==> src/rtl/mdio_mgmt_pkg.sv <==
`timescale 1ns/1ps
package mdio_mgmt_pkg;
   localparam int PHY_AW    = 5;
   localparam int REG_AW    = 5;
   localparam int DATA_W    = 16;
   localparam int PRE_BITS  = 32;
   localparam int BODY_BITS = 2 + 2 + PHY_AW + REG_AW + 2 + DATA_W;
   localparam int FRAME_MAX = PRE_BITS + BODY_BITS;
   localparam int IDX_AW    = 2;

   localparam int CMD_RD_BIT   = 15;
   localparam int CMD_WR_BIT   = 14;
   localparam int CMD_PHY_LSB  = 5;
   localparam int CTRL_PRE_BIT = 8;
   localparam int CTRL_DIV_LSB = 9;

   localparam logic [IDX_AW-1:0] REG_CTRL = 2'd0;
   localparam logic [IDX_AW-1:0] REG_CMD  = 2'd1;
   localparam logic [IDX_AW-1:0] REG_DATA = 2'd2;
   localparam logic [IDX_AW-1:0] REG_STAT = 2'd3;

   localparam logic [1:0] START_CODE = 2'b01;
   localparam logic [1:0] OPC_READ   = 2'b10;
   localparam logic [1:0] OPC_WRITE  = 2'b01;
   localparam logic [1:0] TURN_WRITE = 2'b10;

   typedef enum logic {SH_IDLE = 1'b0, SH_RUN = 1'b1} sh_state_e;

   typedef struct packed {
      logic              is_read;
      logic [PHY_AW-1:0] phy;
      logic [REG_AW-1:0] regad;
   } mdio_cmd_t;
endpackage

==> src/rtl/mdio_clk_gen.sv <==
`timescale 1ns/1ps
module mdio_clk_gen #(
   parameter int DIV_W = 8
) (
   input  logic             clk,
   input  logic             rst_n,
   input  logic             run,
   input  logic [DIV_W-1:0] div_m1,
   output logic             mdc,
   output logic             rise_evt,
   output logic             fall_evt
);
   localparam logic [DIV_W-1:0] MIN_DIV_M1 = DIV_W'(1);

   logic [DIV_W-1:0] cnt_q;
   logic [DIV_W-1:0] div_eff;
   logic [DIV_W-1:0] half_pt;
   logic             mdc_q;

   always_comb begin
      div_eff  = (div_m1 == '0) ? MIN_DIV_M1 : div_m1;
      half_pt  = div_eff >> 1;
      rise_evt = run && (cnt_q == half_pt);
      fall_evt = run && (cnt_q == div_eff);
   end

   always_ff @(posedge clk or negedge rst_n) begin
      if (!rst_n) begin
         cnt_q <= '0;
         mdc_q <= 1'b0;
      end else if (!run) begin
         cnt_q <= '0;
         mdc_q <= 1'b0;
      end else begin
         cnt_q <= (cnt_q == div_eff) ? '0 : cnt_q + MIN_DIV_M1;
         if (rise_evt)      mdc_q <= 1'b1;
         else if (fall_evt) mdc_q <= 1'b0;
      end
   end

   assign mdc = mdc_q;

   AST_RISE_FROM_LOW: assert property (@(posedge clk) disable iff (!rst_n)
      rise_evt |=> mdc_q) else $error("rise event did not raise MDC");
   AST_FALL_FROM_HIGH: assert property (@(posedge clk) disable iff (!rst_n)
      fall_evt |-> mdc_q) else $error("fall event while MDC low");
endmodule

==> src/rtl/mdio_regs.sv <==
`timescale 1ns/1ps
module mdio_regs
   import mdio_mgmt_pkg::*;
#(
   parameter int BUS_W       = 32,
   parameter int DIV_W       = 8,
   parameter bit PRE_SKIP_EN = 1'b1
) (
   input  logic              clk,
   input  logic              rst_n,
   input  logic              wr_en,
   input  logic [IDX_AW-1:0] addr,
   input  logic [BUS_W-1:0]  wdata,
   output logic [BUS_W-1:0]  rdata,
   input  logic              busy,
   input  logic              rd_done,
   input  logic [DATA_W-1:0] rd_word,
   output logic [DIV_W-1:0]  div_m1,
   output logic              pre_skip,
   output logic              start,
   output mdio_cmd_t         cmd,
   output logic [DATA_W-1:0] wr_word
);
   localparam int DIV_MSB = CTRL_DIV_LSB + DIV_W - 1;

   logic [DIV_W-1:0]  div_q;
   logic              pre_q;
   logic [DATA_W-1:0] data_q;
   logic              ctrl_hit, cmd_hit, data_hit;
   logic              unused_wdata;

   assign unused_wdata = ^wdata;

   always_comb begin
      ctrl_hit  = wr_en && (addr == REG_CTRL);
      cmd_hit   = wr_en && (addr == REG_CMD);
      data_hit  = wr_en && (addr == REG_DATA);
      start     = cmd_hit && !busy && (wdata[CMD_RD_BIT] || wdata[CMD_WR_BIT]);
      cmd.is_read = wdata[CMD_RD_BIT];
      cmd.phy     = wdata[CMD_PHY_LSB +: PHY_AW];
      cmd.regad   = wdata[0 +: REG_AW];
   end

   always_ff @(posedge clk or negedge rst_n) begin
      if (!rst_n)        div_q <= '0;
      else if (ctrl_hit) div_q <= wdata[DIV_MSB:CTRL_DIV_LSB];
   end

   generate
      if (PRE_SKIP_EN) begin : g_pre_skip
         always_ff @(posedge clk or negedge rst_n) begin
            if (!rst_n)        pre_q <= 1'b0;
            else if (ctrl_hit) pre_q <= wdata[CTRL_PRE_BIT];
         end
      end else begin : g_pre_always
         assign pre_q = 1'b0;
      end
   endgenerate

   always_ff @(posedge clk or negedge rst_n) begin
      if (!rst_n)        data_q <= '0;
      else if (rd_done)  data_q <= rd_word;
      else if (data_hit) data_q <= wdata[DATA_W-1:0];
   end

   always_comb begin
      rdata = '0;
      case (addr)
         REG_CTRL: begin
            rdata[DIV_MSB:CTRL_DIV_LSB] = div_q;
            rdata[CTRL_PRE_BIT]         = pre_q;
         end
         REG_DATA: rdata[DATA_W-1:0] = data_q;
         REG_STAT: rdata[0]          = busy;
         default:  rdata = '0;
      endcase
   end

   assign div_m1   = div_q;
   assign pre_skip = pre_q;
   assign wr_word  = data_q;

   AST_DATA_LOADS_CAPTURE: assert property (@(posedge clk) disable iff (!rst_n)
      rd_done |=> (data_q == $past(rd_word))) else $error("capture not loaded");
endmodule

==> src/rtl/mdio_shifter.sv <==
`timescale 1ns/1ps
module mdio_shifter
   import mdio_mgmt_pkg::*;
(
   input  logic              clk,
   input  logic              rst_n,
   input  logic              start,
   input  mdio_cmd_t         cmd,
   input  logic [DATA_W-1:0] wr_word,
   input  logic              pre_skip,
   input  logic              rise_evt,
   input  logic              fall_evt,
   input  logic              mdio_in,
   output logic              busy,
   output logic              mdio_out,
   output logic              mdio_oe,
   output logic              rd_done,
   output logic [DATA_W-1:0] rd_word
);
   localparam int IDX_W = $clog2(FRAME_MAX);
   localparam logic [IDX_W-1:0] ONE        = IDX_W'(1);
   localparam logic [IDX_W-1:0] LAST_FULL  = IDX_W'(FRAME_MAX - 1);
   localparam logic [IDX_W-1:0] LAST_SHORT = IDX_W'(BODY_BITS - 1);
   localparam logic [IDX_W-1:0] TA_BACK    = IDX_W'(DATA_W + 1);
   localparam logic [IDX_W-1:0] DATA_BACK  = IDX_W'(DATA_W - 1);

   sh_state_e          st_q;
   logic [FRAME_MAX-1:0] frame_q;
   logic [IDX_W-1:0]   idx_q, last_q;
   logic               rd_q, oe_q;
   logic [DATA_W-1:0]  cap_q;
   logic [BODY_BITS-1:0] body;
   logic               at_last, in_data;
   logic [IDX_W-1:0]   ta_idx, data_idx;

   always_comb begin
      if (cmd.is_read)
         body = {START_CODE, OPC_READ, cmd.phy, cmd.regad, 2'b00, {DATA_W{1'b0}}};
      else
         body = {START_CODE, OPC_WRITE, cmd.phy, cmd.regad, TURN_WRITE, wr_word};
      ta_idx   = last_q - TA_BACK;
      data_idx = last_q - DATA_BACK;
      at_last  = (idx_q == last_q);
      in_data  = (idx_q >= data_idx);
   end

   always_ff @(posedge clk or negedge rst_n) begin
      if (!rst_n) begin
         st_q    <= SH_IDLE;
         frame_q <= '0;
         idx_q   <= '0;
         last_q  <= '0;
         rd_q    <= 1'b0;
         oe_q    <= 1'b0;
         cap_q   <= '0;
      end else begin
         case (st_q)
            SH_IDLE: begin
               if (start) begin
                  st_q    <= SH_RUN;
                  frame_q <= pre_skip ? {body, {PRE_BITS{1'b0}}}
                                      : {{PRE_BITS{1'b1}}, body};
                  idx_q   <= '0;
                  last_q  <= pre_skip ? LAST_SHORT : LAST_FULL;
                  rd_q    <= cmd.is_read;
                  oe_q    <= 1'b1;
                  cap_q   <= '0;
               end
            end
            default: begin
               if (rise_evt && rd_q && in_data)
                  cap_q <= {cap_q[DATA_W-2:0], mdio_in};
               if (fall_evt) begin
                  if (at_last) begin
                     st_q <= SH_IDLE;
                     oe_q <= 1'b0;
                  end else begin
                     idx_q   <= idx_q + ONE;
                     frame_q <= frame_q << 1;
                     if (rd_q && ((idx_q + ONE) == ta_idx))
                        oe_q <= 1'b0;
                  end
               end
            end
         endcase
      end
   end

   assign busy     = (st_q == SH_RUN);
   assign mdio_out = busy & frame_q[FRAME_MAX-1];
   assign mdio_oe  = oe_q;
   assign rd_done  = busy && fall_evt && at_last && rd_q;
   assign rd_word  = cap_q;

   AST_BUSY_AFTER_START: assert property (@(posedge clk) disable iff (!rst_n)
      start |=> busy) else $error("start did not raise busy");
   AST_NO_START_BUSY: assert property (@(posedge clk) disable iff (!rst_n)
      busy |-> !start) else $error("command accepted while busy");
   AST_READ_RELEASED: assert property (@(posedge clk) disable iff (!rst_n)
      (busy && rd_q && in_data) |-> !oe_q) else $error("master drives read data");
endmodule

==> src/rtl/mdio_mgmt_master.sv <==
`timescale 1ns/1ps
module mdio_mgmt_master
   import mdio_mgmt_pkg::*;
#(
   parameter int BUS_W       = 32,
   parameter int DIV_W       = 8,
   parameter bit PRE_SKIP_EN = 1'b1
) (
   input  logic              clk,
   input  logic              rst_n,
   input  logic              bus_wr,
   input  logic [1:0]        bus_addr,
   input  logic [BUS_W-1:0]  bus_wdata,
   output logic [BUS_W-1:0]  bus_rdata,
   output logic              mdc,
   output logic              mdio_out,
   output logic              mdio_oe,
   input  logic              mdio_in
);
   generate
      if (DIV_W < 1) begin : g_bad_div
         $error("DIV_W must be at least 1");
      end
      if (BUS_W < CTRL_DIV_LSB + DIV_W || BUS_W < DATA_W) begin : g_bad_bus
         $error("BUS_W too narrow for control or data field");
      end
   endgenerate

   logic              busy, start, pre_skip, rd_done, rise_evt, fall_evt;
   logic [DIV_W-1:0]  div_m1;
   logic [DATA_W-1:0] wr_word, rd_word;
   mdio_cmd_t         cmd;

   mdio_regs #(.BUS_W(BUS_W), .DIV_W(DIV_W), .PRE_SKIP_EN(PRE_SKIP_EN)) u_regs (
      .clk(clk), .rst_n(rst_n), .wr_en(bus_wr), .addr(bus_addr),
      .wdata(bus_wdata), .rdata(bus_rdata), .busy(busy), .rd_done(rd_done),
      .rd_word(rd_word), .div_m1(div_m1), .pre_skip(pre_skip), .start(start),
      .cmd(cmd), .wr_word(wr_word)
   );

   mdio_clk_gen #(.DIV_W(DIV_W)) u_clk (
      .clk(clk), .rst_n(rst_n), .run(busy), .div_m1(div_m1),
      .mdc(mdc), .rise_evt(rise_evt), .fall_evt(fall_evt)
   );

   mdio_shifter u_shift (
      .clk(clk), .rst_n(rst_n), .start(start), .cmd(cmd), .wr_word(wr_word),
      .pre_skip(pre_skip), .rise_evt(rise_evt), .fall_evt(fall_evt),
      .mdio_in(mdio_in), .busy(busy), .mdio_out(mdio_out), .mdio_oe(mdio_oe),
      .rd_done(rd_done), .rd_word(rd_word)
   );

   AST_IDLE_QUIET: assert property (@(posedge clk) disable iff (!rst_n)
      !busy |-> (!mdc && !mdio_oe)) else $error("bus active while idle");
   AST_OUT_STABLE_HIGH: assert property (@(posedge clk) disable iff (!rst_n)
      (mdc && $past(mdc)) |-> ($stable(mdio_out) && $stable(mdio_oe)))
      else $error("MDIO moved while MDC high");
endmodule

==> config.mk <==
export PLATFORM = sky130hd
export DESIGN_NAME = mdio_mgmt_master
export DESIGN_NICKNAME = d
export VERILOG_FILES = /design/src/rtl/mdio_mgmt_pkg.sv /design/src/rtl/mdio_clk_gen.sv /design/src/rtl/mdio_regs.sv /design/src/rtl/mdio_shifter.sv /design/src/rtl/mdio_mgmt_master.sv
export SDC_FILE = /design/constraint.sdc
export NUM_CORES = 1
export LEC_CHECK = 0
export ABC_AREA = 1
export BUFFER_PORTS_ARGS = -buffer_cell sky130_fd_sc_hd__clkbuf_2
export CAP_MARGIN = 20
export CELL_PAD_IN_SITES_DETAIL_PLACEMENT = 1
export CELL_PAD_IN_SITES_GLOBAL_PLACEMENT = 1
export CORE_ASPECT_RATIO = 0.75
export CORE_MARGIN = 4
export CORE_UTILIZATION = 39
export DETAILED_ROUTE_END_ITERATION = 8
export PLACE_DENSITY = 0.86
export SETUP_SLACK_MARGIN = 0.4
export SYNTH_ARGS = -nofsm -noshare
export SYNTH_HDL_FRONTEND = slang
export SYNTH_SLANG_ARGS = --single-unit
==> constraint.sdc <==
create_clock -name clk -period 1.8 [get_ports clk]
set_input_delay 0.36 -clock clk [delete_from_list [all_inputs] [get_ports clk]]
set_output_delay 0.36 -clock clk [all_outputs]
set_load 0.05 [all_outputs]
* Word level (Yosys, flattened, before mapping) *
Cells that the tools add are included.

storage, ports and cells
  output and inout port bits = 35
  logic and storage cells = 89
  flip-flop bits (word level) = 129
  bits of input ports = 38

operators by class
  $add $sub $neg = 4
  muxes and demuxes = 35
  bitwise gates (word level) = 2
  equality and inequality tests = 12
  $lt $le $gt $ge = 1
  reductions and logical operators = 23

operators with widths
  kind                   number
  $mux W64               5
  $mux W16               5
  $mux W30               1
  $mux W6                5
  $mux W8                3
  $pmux W8 S2            1
  $logic_and A1 B1 Y1    13
  $mux W1                13
  $eq A6 B6 Y1           2
  $add A8 B1 Y8 const B  1
  $eq A8 B7 Y1           1
  $eq A8 B8 Y1           1
  $logic_not A8 Y1       1
  $mux W7                1
  $add A6 B1 Y6 const B  1
  $ge A6 B6 Y1           1
  $reduce_and A3 Y1      2
  $sub A6 B4 Y6 const B  1
  $sub A6 B5 Y6 const B  1
  $eq A2 B2 Y1 const B   2
  $ne A2 B2 Y1 const B   2
  $reduce_and A2 Y1      2
  $reduce_bool A2 Y1     2
  $ne A3 B1 Y1 const B   1
  other kinds (9)        9

* Logic depth before layout (Yosys ltp) *
  word-level depth = 8
  mapped depth = 12
  depth with buffers taken out = 12

* Modules after synthesis *
From an unflattened synthesis, not the netlist that was laid out.

second synthesis, totals
  cell total of the unflattened synthesis = 927
  area, all modules = 6911.6 µm²

by module, submodules not included
  module        area each (µm²)  cells each  instances  seq. area each (µm²)
  mdio_shifter  4509.3           582         1          2277.2
  mdio_regs     1672.9           229         1          625.6
  mdio_clk_gen  729.4            116         1          225.2

* Worst setup path after synthesis *
OpenSTA, ideal clock, no wires.

  kind = register to output
  start point = reg u_shift.st_q (netlist: u_shift.busy)
  end point = out bus_rdata[0]
  path slack = -271 ps
  arrival time = 1711 ps
  stages on the path, launching flop included = 6
  data required time = 1440 ps
  buffers on the path = 3
  path through = dfrtp_1 buf_2 buf_2 buf_1 nand3_1 o21ai_0

between the ends
  cells in the longest elaborated chain, start to end = 1

ends and longest elaborated chain
  item                    RTL line                source
  start, declared         mdio_shifter.sv:27      sh_state_e st_q;
  start signal, assigned  mdio_shifter.sv:49      st_q <= SH_IDLE;
  start signal, assigned  mdio_shifter.sv:60      st_q <= SH_RUN;
  start signal, assigned  mdio_shifter.sv:75      st_q <= SH_IDLE;
  $pmux W1 S2             mdio_regs.sv:68         case (addr)
  end, declared           mdio_mgmt_master.sv:14  output logic [BUS_W-1:0] bus_rdata,

No other way between the ends.

* Final worst setup path *
  start point = reg u_regs.div_q[4] (netlist: u_regs.div_m1[4])
  end point = reg u_shift.frame_q[12]

between the ends
  cells in the longest elaborated chain, start to end = 6

ends and longest elaborated chain
  item                                  RTL line            source
  start, declared                       mdio_regs.sv:26     logic [DIV_W-1:0] div_q;
  start signal, assigned                mdio_regs.sv:46     else if (ctrl_hit) div_q <= wdata[DIV_MSB:CTRL_DIV_LSB];
  $logic_not A8 Y1                      mdio_clk_gen.sv:21  div_eff = (div_m1 == '0) ? MIN_DIV_M1 : div_m1;
  $mux W8 *                             mdio_clk_gen.sv:21
  $eq A8 B8 Y1 *                        mdio_clk_gen.sv:24  fall_evt = run && (cnt_q == div_eff);
  $logic_and A1 B1 Y1 *                 mdio_clk_gen.sv:24
  $ne A2 B1 Y1 (no source line) *       --
  $reduce_and A3 Y1 (no source line) *  --
  end signal, assigned                  mdio_shifter.sv:61  frame_q <= pre_skip ? {body, {PRE_BITS{1'b0}}}
  end signal, assigned                  mdio_shifter.sv:79  frame_q <= frame_q << 1;
  end, declared                         mdio_shifter.sv:28  logic [FRAME_MAX-1:0] frame_q;

Mark *: on every way between the ends. The rest lies on a longest branch, timed or not.
A chain may end at the register's enable or synchronous reset.

==> flow_summary.json <==
{
  "period_needed_ps": 2760,
  "vias": 9220,
  "fp.dieArea_um2": 20200,
  "crit_arrival_ps": 3090,
  "grt_pass1_vias": 9352,
  "drtIter0Drc": 1311,
  "area_delta_synth_final_pct": 66.6,
  "cts.sinks": 125,
  "ant_nets": 0,
  "die_h_um": 124,
  "fin_cells": 1433,
  "grt_usage_pct": 37.6,
  "slew_headroom_pct": 58.9,
  "cts_max_path_buffers": 2,
  "clock_skew_ps": 13.3,
  "hold_viol_final": 0,
  "violations": "negative setup slack",
  "grt_pass1_wl_um": 57500,
  "worst_pin_slew_ps": 610,
  "dp.cells": 1284,
  "cts_inserted_buffers": 17,
  "hp-class": "in2reg",
  "initial_core_util_pct": 39.8,
  "synth_seq_cells": 125,
  "slowest_stage": "dfrtp_2",
  "port_buffers": 42,
  "path_class": "reg2reg",
  "vias_per_cell": 6.43,
  "end_kind": "flop",
  "syn_area_per_cell_um2": 7.02,
  "crit_family": "simple AND/OR/NAND/NOR gates",
  "antenna_found_initial": 5,
  "ys_seq_area_share_pct": 44.5,
  "setup_ws_ps": -955,
  "post_drt_wl_per_cell_um": 32.9,
  "finalCritPeriodShare_pct": 153,
  "synth_area_um2": 7020,
  "fillers": 1948,
  "drc_errors": 0,
  "cts_root_buf": "clkbuf_16",
  "overflow": 0,
  "die_x_um": 163,
  "report.final.setup_viol": 118,
  "final_nets": 1218,
  "ios": 73,
  "crit_required_ps": 2130,
  "status": "finished, violations left",
  "max-cap-violations": 0,
  "cts_tree": "yes",
  "wirelength_um": 47200,
  "cpMostUsedCell": "nand2_1",
  "htreeDepth": 4,
  "crit_fanout": 4,
  "p_leak_uw": 0.00580,
  "gp_congestion": 0.870,
  "cp_slowest_stage_delay_ps": 470,
  "ys_types": 32,
  "core_area_um2": 17700,
  "drv_slew": 0,
  "hpwlAfterDp_um": 15300,
  "cp_cell_sequence": "nor2_1, nand2_1, inv_1, nand2_1, nand3_2, nand4_1, nand2_4, buf_6, buf_16, nand3_1, nand2_1",
  "synth_warnings": 0,
  "path_buf_inv": 3,
  "grt_max_degree": 46,
  "grt_setup_unrepaired": "true",
  "synth_cells": 1001,
  "clk_pin_slew_ps": 70,
  "first_pass_iters": 6,
  "finish.utilization_pct": 66.3,
  "clk_latency_ps": 460,
  "drive_gt1_share_pct": 45.0,
  "power_density_nw_per_um2": 883,
  "max_freq_ghz": 0.363,
  "rows": 42,
  "ir_worst_vdd_mv": 0.618,
  "worstSetupStartpointType": "flop"
}
-- cell usage in the layout, fill, tap and decap left out, types with 39 or more instances in the layout --
cell type and instances:
inv_1 79, nand2_1 209, buf_4 86, nand2_4 45
nand3_1 51, nor2_1 50, nand3_2 39, nand2_2 95
o21ai_0 55, dfrtp_1 109
-- state kept, by name, indices dropped and copies added (netlist names) --
signal           count
u_regs.pre_skip      1
u_shift.rd_word     16
u_regs.div_m1        8
u_clk.mdc            1
u_shift.mdio_oe      1
u_shift.rd_q         1
u_clk.cnt_q          8
u_shift.frame_q     64
u_shift.idx_q        6
u_shift.last_q       2
u_shift.busy         1
u_regs.wr_word      16
-- per-stage QoR --
step	worst slack, ps	TNS (ps)	hold slack (ps)	power, µW	area, µm²
finish	-955	-41810	210	10300	11700
global route	-893	-42840	222	10500	11700
CTS	-71.8	-2930	189	9160	10500
detailed placement	-77.8	-625	274	4980	8150
global placement	0.184	0	270	4880	8150
floorplan	178	0	64.4	4360	7420
-- Yosys cell counts --
cell	instances	area, µm²
nand2_1	351	1320
dfrtp_1	125	3130
inv_1	116	435
nand3_1	99	495
nor2_1	67	251
o21ai_0	63	315
a21oi_1	39	195
clkbuf_1	29	109
buf_2	18	90.1
nand3b_1	18	135
buf_4	16	120
o22ai_1	12	75.1
inv_2	6	22.5
xor2_1	6	52.6
ha_1	4	50.1
nand4_1	4	25.0
nor3_1	4	20.0
clkinv_1	3	11.3
o21ai_1	3	15.0
xnor2_1	3	26.3
buf_1	2	7.51
nand2_2	2	12.5
nor2_2	2	12.5
a31oi_1	1	6.26
buf_6	1	11.3
conb_1	1	3.75
nand3_4	1	17.5
nand4_4	1	21.3
nor2_8	1	20.0
nor4_1	1	6.26
o21bai_1	1	7.51
or2_2	1	6.26
-- worst register-to-register path: stages (launching register included) --
cell and delay (ps):
dfrtp_2 470, nor2_1 190, nand2_1 150, inv_1 140
nand2_1 100, nand3_2 100, nand4_1 180, nand2_4 190
buf_6 190, buf_16 130, nand3_1 360, nand2_1 440
-- worst paths after layout --
kind                                startpoint                  end  slack, ps  depth (start not counted)
setup / recovery              u_regs.div_m1[4]  u_shift.frame_q[12]       -960                         11
hold / removal                   bus_wdata[11]     u_regs.div_m1[2]        210                          3
setup reg to reg              u_regs.div_m1[4]  u_shift.frame_q[12]       -960                         11
hold reg to reg            u_shift.frame_q[22]  u_shift.frame_q[22]        500                          2
max in group asynchronous                rst_n     u_shift.idx_q[1]        790                          3
min in group asynchronous                rst_n       u_clk.cnt_q[3]        350                          2
-- repair_timing --
action                     4_1_cts  5_1_grt
setup endpoints to repair      136      136
hold buffers                     1        0
hold endpoints to repair        17        0
gates resized for setup        185      254
pin swaps                       65       71
gates cloned                    24        5
buffers inserted                61       24
-- cell type report --
type	count	area, µm²	area share, %
Antenna cell	2	5.00	0.0428
Clock buffer	17	425	3.64
Clock inverter	15	189	1.61
Inverter	125	502	4.29
Multi-Input combinational cell	701	4430	37.9
Sequential cell	125	3150	26.9
Tap cell	242	303	2.59
Timing Repair Buffer	205	2680	22.9
Timing Repair inverter	1	8.76	0.0749
-- kinds of logic after synthesis --
logic type	count (synthesis)	synth area share, %
XOR/XNOR	9	1.12
buffers and inverters	191	11.5
other	1	0.0534
adder cells (fa/ha/maj)	4	0.713
AO/OA/AOI/OAI	119	8.75
flip-flops	125	44.5
AND/OR/NAND/NOR	552	33.3
-- power breakdown --
| group | leakage (µW) | switching [µW] | total, µW | internal, µW |
|---|---|---|---|---|
| Combinational | 0.00385 | 1870 | 3090 | 1220 |
| Sequential | 0.00165 | 301 | 3320 | 3020 |
| Clock | 0.000294 | 1710 | 3910 | 2200 |
| Total | 0.00580 | 3890 | 10300 | 6440 |
-- routing by layer --
metal  global-route usage (%)  part of all wire, %  wire [µm]  up-vias
met5                        0                0.087         41        -
met4                     26.0                   11       5120        6
met3                     11.4                   10       4720      420
met2                     61.7                   45      21400      823
met1                     41.5                   34      15900     4492
li1                         -                    -          -     3479
Note: power is estimated with default switching activity, not from simulation.
